### src/rtl/xor_pkg.sv
package xor_pkg;
  localparam int unsigned NCELL = 3;
  localparam int unsigned CELL_A = 0;
  localparam int unsigned CELL_B = 1;
  localparam int unsigned CELL_O = 2;

  typedef enum logic [2:0] {
    PH_IDLE   = 3'd0,
    PH_WRITE  = 3'd1,
    PH_CLOCK  = 3'd2,
    PH_SETTLE = 3'd3,
    PH_REL    = 3'd4
  } phase_e;
endpackage

### src/rtl/xor_mem_cell.sv
module xor_mem_cell (
  input  logic clk_i,
  input  logic rst_ni,
  input  logic wr_i,
  input  logic wdata_i,
  input  logic clk_stb_i,
  input  logic rel_i,
  output logic val_o,
  output logic clkd_o
);
  logic val_q, clkd_q;
  // write allowed when unclocked or released in the same cycle
  logic wr_ok;
  assign wr_ok = wr_i && (!clkd_q || rel_i);

  always_ff @(posedge clk_i or negedge rst_ni) begin
    if (!rst_ni) begin
      val_q  <= 1'b0;
      clkd_q <= 1'b0;
    end else begin
      if (wr_ok) val_q <= wdata_i;
      if (rel_i) clkd_q <= 1'b0;
      else if (clk_stb_i) clkd_q <= 1'b1;
    end
  end

  assign val_o  = val_q;
  assign clkd_o = clkd_q;
endmodule

### src/rtl/xor_phase_ctrl.sv
module xor_phase_ctrl
  import xor_pkg::*;
#(
  parameter int unsigned WRITE_CYC  = 2,
  parameter int unsigned CLOCK_CYC  = 3,
  parameter int unsigned SETTLE_CYC = 2
) (
  input  logic   clk_i,
  input  logic   rst_ni,
  input  logic   start_i,
  output phase_e phase_o,
  output logic   first_o,
  output logic   last_o,
  output logic   accept_o
);
  localparam int unsigned MAX_A = (WRITE_CYC > CLOCK_CYC) ? WRITE_CYC : CLOCK_CYC;
  localparam int unsigned MAX_D = (MAX_A > SETTLE_CYC) ? MAX_A : SETTLE_CYC;
  localparam int unsigned CNT_W = (MAX_D < 2) ? 1 : $clog2(MAX_D);

  phase_e phase_q;
  logic [CNT_W-1:0] cnt_q, lim;

  always_comb begin
    unique case (phase_q)
      PH_WRITE:  lim = CNT_W'(WRITE_CYC - 1);
      PH_CLOCK:  lim = CNT_W'(CLOCK_CYC - 1);
      PH_SETTLE: lim = CNT_W'(SETTLE_CYC - 1);
      default:   lim = '0;
    endcase
  end

  assign first_o  = (cnt_q == '0);
  assign last_o   = (cnt_q == lim);
  assign accept_o = start_i && (phase_q == PH_IDLE);

  always_ff @(posedge clk_i or negedge rst_ni) begin
    if (!rst_ni) begin
      phase_q <= PH_IDLE;
      cnt_q   <= '0;
    end else if (phase_q == PH_IDLE) begin
      cnt_q <= '0;
      if (start_i) phase_q <= PH_WRITE;
    end else if (last_o) begin
      cnt_q <= '0;
      unique case (phase_q)
        PH_WRITE:  phase_q <= PH_CLOCK;
        PH_CLOCK:  phase_q <= PH_SETTLE;
        PH_SETTLE: phase_q <= PH_REL;
        default:   phase_q <= PH_IDLE;
      endcase
    end else begin
      cnt_q <= cnt_q + 1'b1;
    end
  end

  assign phase_o = phase_q;
endmodule

### src/rtl/xor_strobe_dec.sv
module xor_strobe_dec
  import xor_pkg::*;
(
  input  phase_e           phase_i,
  input  logic             first_i,
  input  logic             last_i,
  input  logic             sel_i,
  input  logic             x2_i,
  input  logic [1:0]       cof_val_i,
  output logic [NCELL-1:0] wr_o,
  output logic [NCELL-1:0] wdata_o,
  output logic [NCELL-1:0] clk_o,
  output logic [NCELL-1:0] rel_o
);
  // sel_i=1 freezes cell A, so B is the driver; sel_i=0 the reverse
  logic [NCELL-1:0] cof_pick;
  assign cof_pick = sel_i ? NCELL'(1 << CELL_A) : NCELL'(1 << CELL_B);

  always_comb begin
    wr_o    = '0;
    wdata_o = '0;
    clk_o   = '0;
    rel_o   = '0;
    unique case (phase_i)
      PH_WRITE: if (last_i) begin
        wr_o[CELL_A]    = 1'b1;
        wr_o[CELL_B]    = 1'b1;
        wdata_o[CELL_A] = x2_i;
        wdata_o[CELL_B] = ~x2_i;
      end
      PH_CLOCK: begin
        if (first_i) clk_o[CELL_O] = 1'b1;
        if (last_i)  clk_o = clk_o | cof_pick;
      end
      PH_SETTLE: begin
        if (first_i) rel_o[CELL_O] = 1'b1;
        if (last_i) begin
          wr_o[CELL_O]    = 1'b1;
          wdata_o[CELL_O] = sel_i ? cof_val_i[CELL_B] : cof_val_i[CELL_A];
        end
      end
      PH_REL:  rel_o = cof_pick;
      default: ;
    endcase
  end
endmodule

### src/rtl/xor_partition_seq.sv
module xor_partition_seq
  import xor_pkg::*;
#(
  parameter int unsigned WRITE_CYC  = 2,
  parameter int unsigned CLOCK_CYC  = 3,
  parameter int unsigned SETTLE_CYC = 2
) (
  input  logic       clk_i,
  input  logic       rst_ni,
  input  logic       start_i,
  input  logic       x1_i,
  input  logic       x2_i,
  output logic       result_o,
  output logic       done_o,
  output logic [2:0] cell_wr_o,
  output logic [2:0] cell_clk_o,
  output logic [2:0] cell_rel_o
);
  phase_e phase_q;
  logic first, last, accept;
  logic op_x1_q, op_x2_q;
  logic [NCELL-1:0] wr, wdata, cstb, rel, cell_val, cell_clkd;

  xor_phase_ctrl #(
    .WRITE_CYC (WRITE_CYC),
    .CLOCK_CYC (CLOCK_CYC),
    .SETTLE_CYC(SETTLE_CYC)
  ) u_ctrl (
    .clk_i   (clk_i),
    .rst_ni  (rst_ni),
    .start_i (start_i),
    .phase_o (phase_q),
    .first_o (first),
    .last_o  (last),
    .accept_o(accept)
  );

  always_ff @(posedge clk_i or negedge rst_ni) begin
    if (!rst_ni) begin
      op_x1_q <= 1'b0;
      op_x2_q <= 1'b0;
    end else if (accept) begin
      op_x1_q <= x1_i;
      op_x2_q <= x2_i;
    end
  end

  xor_strobe_dec u_dec (
    .phase_i  (phase_q),
    .first_i  (first),
    .last_i   (last),
    .sel_i    (op_x1_q),
    .x2_i     (op_x2_q),
    .cof_val_i(cell_val[1:0]),
    .wr_o     (wr),
    .wdata_o  (wdata),
    .clk_o    (cstb),
    .rel_o    (rel)
  );

  for (genvar g = 0; g < NCELL; g++) begin : g_cell
    xor_mem_cell u_cell (
      .clk_i    (clk_i),
      .rst_ni   (rst_ni),
      .wr_i     (wr[g]),
      .wdata_i  (wdata[g]),
      .clk_stb_i(cstb[g]),
      .rel_i    (rel[g]),
      .val_o    (cell_val[g]),
      .clkd_o   (cell_clkd[g])
    );
  end

  assign result_o   = cell_val[CELL_O];
  assign done_o     = (phase_q == PH_REL);
  assign cell_wr_o  = wr;
  assign cell_clk_o = cstb;
  assign cell_rel_o = rel;
endmodule

### config.mk
export PLATFORM = sky130hd
export DESIGN_NAME = xor_partition_seq
export DESIGN_NICKNAME = d
export VERILOG_FILES = /design/src/rtl/xor_pkg.sv /design/src/rtl/xor_mem_cell.sv /design/src/rtl/xor_phase_ctrl.sv /design/src/rtl/xor_strobe_dec.sv /design/src/rtl/xor_partition_seq.sv
export SDC_FILE = /design/constraint.sdc
export NUM_CORES = 1
export LEC_CHECK = 0
export ABC_AREA = 1
export BUFFER_PORTS_ARGS = -buffer_cell sky130_fd_sc_hd__buf_4
export CORE_MARGIN = 8
export CORE_UTILIZATION = 40
export CTS_CLUSTER_SIZE = 16
export DETAILED_ROUTE_END_ITERATION = 6
export GPL_TIMING_DRIVEN = 1
export PLACE_DENSITY_LB_ADDON = 0.25
export SKIP_CTS_REPAIR_TIMING = 1
export SLEW_MARGIN = 25
export SYNTH_ARGS = -nofsm -noshare
export SYNTH_HDL_FRONTEND = slang
export SYNTH_SLANG_ARGS = --single-unit
### constraint.sdc
create_clock -name clk_i -period 1.4 [get_ports clk_i]
set_clock_uncertainty 0.05 [all_clocks]
set_input_delay 0.07 -clock clk_i [delete_from_list [all_inputs] [get_ports clk_i]]
set_output_delay 0.07 -clock clk_i [all_outputs]
set_load 0.05 [all_outputs]
==> metrics, run 1 <==
vias per std cell=4.90; clk sinks=13; crit-path cells=nor2_4 > nand2_2 > nand2_2 > nand2_4 > nor2_8 > nand2_2 > inv_2 > buf_8; IO Port Bufs=15; critical path peak fanout=4; CTS tree=yes; synth unique cells=22; yosys warns=0; GR Overflow Total=0; Root Driver=clkbuf_4; area grow syn2layout=42.0%; crit path from=u_ctrl.phase_o[2]; vias in the first global route=681; Antenna Nets Post-Route=0; post-synthesis sequential area ratio=0.397; endpoint class of the critical path=output port; Tot Pwr=2.97 mW; failing checks=hold timing, setup timing; H-tree levels=1; CP max-delay cell=dfrtp_2; Critical Path Max Stage Delay=0.45 ns; Post-Place Cells=144; worst hold-check path type=primary input to register; crit path DAT=1.49 ns; WL per Instance=12.4 microns; gr usage total=0.102; num ports=16; initial drt markers=18; number of antenna diodes=0; clk_lat worst skew=0.27 ns; Cell Area, Synth=820 sq um; Area contributors post-synth=dfrtp_1, nand2_1, buf_4; nets@finish=137; WHS=-0.00223 ns; Post-synth top flop=dfrtp_1; DRC=0; ys async rst share=1.00; Worst R2R Start=u_ctrl.phase_o[2]; Synth Instances=104; EDFF count, synth=0; final worst-path cycle share=1.15; Synth Net Count=110; RSZ-0062 raised after global routing=true; Worst Setup Path Type=register to output port; Power Dens Cells=2550 nW/um^2; maximum VDD drop=0.00152 V; final setup fails=9; number of iterations in the first detailed-routing pass=4; Slew @ Worst Pin=0.265 ns; Max-Cap Viols=0; starting density of the core=0.422; Worst Path Required=1.28 ns; Post-Syn Area per Cell=7.88 sq um; first-pass GRT wire length=2900 microns; crit path time final=1.61 ns; Num CTS Buffers=3; outcome=finished, violations left; layout cells sized above 1=0.515; DIE WIDTH=61.3 microns; Place WS=0.0233 ns; Lkg Pwr=0.612 nW; CTS clock-pin slew for the worst setup and hold paths=0.09 ns; Layout Cells excl Fill=157; top-count cell post-synth=nand2_1; largest net degree at the start of global routing=14; startpoint types=register; die area=3750 sq um; Peak Freq=0.620 GHz; Slew Limit Fails=0; start point of the worst hold path=x2_i; # rows=16; DP Wirelength=1410 microns; Rel. slew slack=0.821; post-synth top area share=0.397; fin util=0.599; maximum buffer depth of the clock tree=2; cell taking the most area after synthesis=dfrtp_1; initial antenna violation count=0; most instantiated cells after synthesis=nand2_1, inv_1, dfrtp_1, buf_4, nor2_1; GP Congestion=0.898; Routed WL=1950 microns; fillcell total=175; CP dominant cell by count=nand2_2; DIE HEIGHT=61.3 microns; Core Footprint=1940 sq um; final worst slack=-0.214 ns; via count=770; Seq cells post-synth=13; Fin. Hold Viols=1; final setup TNS=-1.00 ns
where the power goes:
| group | switching [mW] | internal [mW] |
|---|---|---|
| logic | 1.21 | 0.804 |
| registers | 0.156 | 0.551 |
| clock network | 0.134 | 0.110 |
| total | 1.50 | 1.46 |
final timing paths:
check | end | cells past startpoint | slack (ns)
max | cell_wr_o[2] | 8 | -0.21
min | op_x2_q | 3 | -0.002
max reg2reg | u_ctrl.phase_o[0] | 10 | -0.06
min reg2reg | g_cell[0].u_cell.val_o | 2 | 0.44
max in group asynchronous | u_ctrl.phase_o[0] | 2 | 1.01
min in group asynchronous | op_x1_q | 2 | 0.12
layout by cell type (no fill, tap or decap), types with 2 or more instances in the layout:
cell,n
nand2_4,3
inv_1,11
nor2_1,3
nand3_2,2
nand2_2,7
nand4_1,5
nor2_2,2
o21ai_0,4
nand3_1,4
dfrtp_2,3
nor3_2,4
clkbuf_4,3
nand2_1,18
buf_6,7
a21oi_1,2
buf_4,20
o31ai_1,2
buf_8,2
dlygate4sd3_1,2
nor2_4,2
dfrtp_1,10
inv_2,7
through the flow:
| stage | area [sq um] | hold slack [ns] |
|---|---|---|
| 2_1_floorplan | 825 | -0.276 |
| 3_3_place_gp | 956 | -0.124 |
| 3_5_place_dp | 956 | -0.122 |
| 4_1_cts | 982 | -0.428 |
| 5_1_grt | 1160 | 0.0388 |
| 6_report | 1160 | -0.00223 |
per-layer routing:
metal / track usage / part of all wire
met2: 0.163 / 0.47
met3: 0.0209 / 0.055
met4: 0.0399 / 0.012
met1: 0.129 / 0.47
met5: 0 / 0
cell type report:
type,count,area (sq um),share of cell area
multi-input cells,63,419,0.360
repair buffers,31,279,0.240
inverters,19,76.3,0.0656
flip-flops and latches,13,329,0.283
well taps,27,33.8,0.0290
clock buffers,4,26.3,0.0226
state kept, by name, summed over array words and instances (netlist names):
signal and flops:
g_cell.u_cell.val_o 3, op_x1_q 1, u_ctrl.phase_o 3, op_x2_q 1, g_cell.u_cell.clkd_o 3, u_ctrl.cnt_q 2
worst max-delay path: cells and delay by family, from the launching register on:
| family | cells | cell delay [ns] |
|---|---|---|
| buffers and inverters | 2 | 0.19 |
| flip-flops | 1 | 0.45 |
| AND/OR/NAND/NOR | 6 | 0.57 |
cells by family after synthesis:
family / after synthesis / synth area share
and+or+nand+nor: 52 / 0.345
adders and majority gates: 1 / 0.0153
DFF: 13 / 0.397
buffers and inverters: 28 / 0.176
AOI/OAI and AO/OA: 10 / 0.0672
Note: power is estimated with default switching activity, not from simulation.
==> run 2: changes to the inputs <==
--- a/config.mk
+++ b/config.mk
@@ -12,7 +12,6 @@
 export CTS_CLUSTER_SIZE = 16
 export DETAILED_ROUTE_END_ITERATION = 6
 export GPL_TIMING_DRIVEN = 1
-export PLACE_DENSITY_LB_ADDON = 0.25
 export SKIP_CTS_REPAIR_TIMING = 1
 export SLEW_MARGIN = 25
 export SYNTH_ARGS = -nofsm -noshare
==> run 2 against run 1 <==
Net effect: the run still ends with hold timing, setup timing left; critical path depth did not move; critical endpoint unchanged; largest cell class unchanged; sequential share of layout area rose by 1.0 points; largest power group unchanged; count of clock-buffer cells in the layout did not move; core utilization fell by 2.1 points; setup slack got worse by 0.018 ns; first-iteration DRC count fell by 50%; global-route usage fell by 0.10 points; combinational power fell by 5%.
==> metrics, run 2 (synthesis results as in run 1) <==
nets@finish=134 (-2.2%); Rel. slew slack=0.801 (-0.0204); Worst Path Required=1.28 ns (about the same); crit path time final=1.63 ns (+0.0184 ns); CTS clock-pin slew for the worst setup and hold paths=0.08 ns (about the same); initial antenna violation count=0 (unchanged); via count=752 (-2.3%); Multi-input gate area=404 sq um (-3.6%); DP Wirelength=1420 microns (+0.77%); Worst Hold Endpoint=op_x2_q; final setup fails=10 (+1); initial drt markers=9 (-9); starting density of the core=0.422 (unchanged); most common cell after layout, fill and taps aside=buf_4; DIE HEIGHT=61.3 microns (unchanged); Worst Hold Path Cells=3 (unchanged); flop-to-flop setup slack=0.03 ns (+0.09 ns); WHS=-0.00583 ns (-0.00359 ns); die area=3750 sq um (unchanged); Reg2Reg Depth=7 (-3); Worst R2R Start=u_ctrl.phase_o[2]; largest net degree at the start of global routing=14 (unchanged); vias in the first global route=626 (-8.1%); RSZ-0062 raised after global routing=true; layout cells sized above 1=0.496 (-0.0193); startpoint types=register; failing checks=hold timing, setup timing; clk_lat worst skew=0.28 ns (about the same); Max-Cap Viols=0 (unchanged); worst hold-check path type=primary input to register; endpoint class of the critical path=output port; Num CTS Buffers=3 (unchanged); area grow syn2layout=36.9%; Lkg Pwr=0.596 nW (-2.6%); start point of the worst hold path=x2_i; final setup TNS=-1.15 ns (-0.149 ns); Layout Cells excl Fill=154 (-1.9%); Slew @ Worst Pin=0.296 ns (+0.0303 ns); Routed WL=1870 microns (-4.1%); outcome=finished, violations left; fillcell total=179 (+2.3%); Core Footprint=1940 sq um (unchanged); Tot Pwr=2.87 mW (-3.4%); gr usage total=0.101 (-0.00103); maximum VDD drop=0.00132 V (-13%); # rows=16 (unchanged); Worst Setup Path Type=register to output port; Power Dens Cells=2550 nW/um^2 (+0.12%); Post-Place Cells=144 (unchanged); WL per Instance=12.1 microns (-2.2%); DIE WIDTH=61.3 microns (unchanged); num ports=16 (unchanged); R2R Path End=u_ctrl.phase_o[1]; clk sinks=13 (unchanged); FF/Latch Area=329 sq um (unchanged); first-pass GRT wire length=2800 microns (-3.5%); DRC=0 (unchanged); maximum buffer depth of the clock tree=2 (unchanged); vias per std cell=4.88 (-0.44%); H-tree levels=1 (unchanged); number of iterations in the first detailed-routing pass=4 (unchanged); IO Port Bufs=15 (unchanged); Root Driver=clkbuf_4; Antenna Nets Post-Route=0 (unchanged); Fin. Hold Viols=1 (unchanged); critical path peak fanout=4 (unchanged); GP Congestion=0.810 (-9.8%); GR Overflow Total=0 (unchanged); final worst-path cycle share=1.17 (+0.0131); crit path DAT=1.51 ns (+0.02 ns); final worst slack=-0.232 ns (-0.0184 ns); CTS tree=yes; Peak Freq=0.613 GHz (-1.1%); commonest cells after routing, fill and taps aside=buf_4, nand2_1, inv_1; Slew Limit Fails=0 (unchanged); number of antenna diodes=0 (unchanged)
[run 2: cell count changes in the layout (fill, tap and decap cells not counted), moves of 2 or more]
cell     change
inv_2        -2
nor3_2       -3
nand2_2      +2
buf_4        -2
nor3_1       +2
[run 2: worst max-delay path, stage by stage, from the launching register on]
cell,delay (ns)
dfrtp_2,0.46
nor2_4,0.16
nand2_2,0.08
nand2_1,0.08
nand2_2,0.10
nor2_8,0.09
nand2_2,0.06
inv_2,0.06
buf_6,0.15
[run 2: worst max-delay path by stage]
| stage | from | endpoint | slack [ns] | cells past startpoint |
|---|---|---|---|---|
| after floorplan | u_ctrl.phase_o[0] | cell_wr_o[2] | 0.02 | 8 |
| after global placement | u_ctrl.phase_o[0] | cell_wr_o[2] | 0.04 | 8 |
| after detailed placement | u_ctrl.cnt_q[0] | g_cell[2].u_cell.val_o | 0.01 | 7 |
| after CTS | u_ctrl.phase_o[0] | cell_wr_o[2] | -0.30 | 8 |
| after global routing | u_ctrl.phase_o[2] | cell_wr_o[2] | -0.31 | 8 |
| final | u_ctrl.phase_o[2] | cell_wr_o[2] | -0.23 | 8 |
[run 2: through the flow]
| stage | setup slack [ns] | util | instance area [sq um] |
|---|---|---|---|
| floorplan | 0.0199 | - | 825 |
| global placement | 0.0406 | 0.492 | 956 |
| detailed placement | 0.0106 | 0.492 | 956 |
| CTS | -0.298 | 0.506 | 982 |
| global route | -0.305 | 0.578 | 1120 |
| finish | -0.232 | 0.578 | 1120 |
[run 2: layout make-up]
cell class,count,share of cell area
flip-flops and latches,13,0.293
clock buffers,4,0.0234
repair buffers,28,0.223
multi-input cells,63,0.360
inverters,19,0.0702
well taps,27,0.0301
[run 2: per-layer routing]
metal,global-route usage,routed length [microns],share of wire
met3,0.0251,90,0.048
met1,0.130,859,0.46
met4,0.0399,29,0.016
met5,0,0,0
met2,0.155,888,0.48
[run 2: where the power goes]
group / internal, mW / leakage [nW] / total (mW) / switching, mW
clock: 0.111 / 0.0150 / 0.241 / 0.130
combinational: 0.745 / 0.425 / 1.91 / 1.16
sequential: 0.551 / 0.155 / 0.717 / 0.165
==> run 3: changes to the inputs <==
==> constraint.sdc (replaced) <==
create_clock -name clk_i -period 2 [get_ports clk_i]
set_clock_uncertainty 0.05 [all_clocks]
set_input_delay 0.1 -clock clk_i [delete_from_list [all_inputs] [get_ports clk_i]]
set_output_delay 0.1 -clock clk_i [all_outputs]
set_load 0.05 [all_outputs]
==> run 3 against run 2 <==
Net effect: the run now ends clean; critical path depth stayed put; largest power group unchanged; worst hold slack better by 0.042 ns; setup slack better by 0.42 ns; total power down 42%; final cell count is 7.8% lower; highest routed layer is now met3; wire length fell by 8.2%; via count is 11% lower; largest cell class unchanged; first-iteration DRC count shrank 11%; register-to-register slack better by 0.57 ns.
==> metrics, run 3 (synthesis results as in run 1) <==
outcome=complete, no violations; GP Congestion=0.866 (+7.0%); Antenna Nets Post-Route=0 (unchanged); crit path DAT=1.67 ns (+0.16 ns); Slew @ Worst Pin=0.303 ns (+0.00714 ns); clk_lat worst skew=0.27 ns (about the same); Worst Path Required=1.85 ns (+0.57 ns); Power Dens Cells=1780 nW/um^2 (-30%); starting density of the core=0.422 (unchanged); Peak Freq=0.550 GHz; Worst Setup Path Type=register to output port; DIE WIDTH=61.3 microns (unchanged); gr usage total=0.0991 (-0.00158); crit path time final=1.82 ns; Post-DP Area=898 sq um (-6.0%); Core Footprint=1940 sq um (unchanged); first-pass GRT wire length=2870 microns (+2.5%); commonest cells after routing, fill and taps aside=nand2_1, inv_1, buf_4; Num CTS Buffers=3 (unchanged); CP max-delay cell=dfrtp_1; Max-Cap Viols=0 (unchanged); maximum VDD drop=0.000879 V (-33%); largest net degree at the start of global routing=14 (unchanged); DIE HEIGHT=61.3 microns (unchanged); nets@finish=122 (-9.0%); vias in the first global route=658 (+5.1%); CTS clock-pin slew for the worst setup and hold paths=0.09 ns (about the same); # rows=16 (unchanged); DP Wirelength=1390 microns (-2.3%); DRC=0 (unchanged); critical path peak fanout=7 (+3); area grow syn2layout=14.0%; CTS tree=yes; WP buf/inv=2 (unchanged); crit-path cells=nor2_4 > nand2_2 > nand2_1 > nand2_2 > nor2_8 > nand2_1 > inv_1 > buf_4; endpoint class of the critical path=output port; clk sinks=13 (unchanged); fillcell total=205 (+15%); final setup TNS=0 ns (+1.15 ns); RSZ-0062 raised after global routing=false; IO Port Bufs=15 (unchanged); layout cells sized above 1=0.278 (-0.218); H-tree levels=1 (unchanged); startpoint types=register; via count=671 (-11%); Crit path max-delay family=simple AND/OR/NAND/NOR gates; die area=3750 sq um (unchanged); final worst-path cycle share=0.908; final setup fails=0 (-10); maximum buffer depth of the clock tree=2 (unchanged); num ports=16 (unchanged); vias per std cell=4.73 (-3.2%); most common cell after layout, fill and taps aside=nand2_1; Routed WL=1710 microns (-8.2%); Critical Path Max Stage Delay=0.49 ns (+0.03 ns); number of iterations in the first detailed-routing pass=4 (unchanged); number of antenna diodes=0 (unchanged); GR Overflow Total=0 (unchanged); Fin. Hold Viols=0 (-1); Root Driver=clkbuf_4; initial drt markers=8 (-1); Final Cell Area=935 sq um (-17%); Rel. slew slack=0.798 (-0.00268); final worst slack=0.183 ns (+0.416 ns); initial antenna violation count=0 (unchanged); worst hold-check path type=primary input to register; Lkg Pwr=0.518 nW (-13%); Place WS=0.496 ns (+0.485 ns); WL per Instance=12.1 microns (-0.44%); Slew Limit Fails=0 (unchanged)
-- run 3: report_power, final --
part,internal [mW],switching (mW),total (mW),leakage (nW)
Sequential,0.379,0.124,0.503,0.159
Clock,0.0770,0.0868,0.164,0.0150
Combinational,0.311,0.688,1.00,0.344
-- run 3: layout make-up --
type | instances | area, sq um | share of cell area
well taps | 27 | 33.8 | 0.0361
repair buffers | 16 | 123 | 0.131
flip-flops and latches | 13 | 325 | 0.348
inverters | 19 | 76.3 | 0.0817
clock buffers | 4 | 26.3 | 0.0281
multi-input cells | 63 | 350 | 0.375
-- run 3: layer usage --
layer  GRT usage  up-vias  part of all wire
li1            -      341                 -
met1       0.122      314              0.47
met2       0.166       16              0.47
met3      0.0292        0             0.055
met4      0.0199        0                 0
met5           0        -                 0
-- run 3: path summary, 6_finish.rpt --
path | slack [ns] | end | from | cells past startpoint
max in group asynchronous | 1.59 | g_cell[1].u_cell.clkd_o | rst_ni | 2
min in group asynchronous | 0.15 | u_ctrl.cnt_q[1] | rst_ni | 2
hold reg to reg | 0.44 | g_cell[2].u_cell.val_o | g_cell[2].u_cell.val_o | 2
setup reg to reg | 0.60 | u_ctrl.phase_o[0] | u_ctrl.phase_o[0] | 7
hold / removal | 0.04 | op_x2_q | x2_i | 3
setup / recovery | 0.18 | cell_wr_o[2] | u_ctrl.phase_o[0] | 8
-- run 3: tightest hold or removal path, stage by stage --
cell     delay, ns
buf_4         0.08
nor2_1        0.03
a21oi_1       0.10
-- run 3: stage by stage --
stage,util,total power [mW],instances,hold WS [ns]
floorplan,-,1.32,104,-0.246
global placement,0.463,1.50,137,-0.0921
detailed placement,0.463,1.51,137,-0.0937
CTS,0.476,1.68,141,-0.392
global route,0.481,1.80,142,0.0349
finish,0.481,1.67,142,0.0362
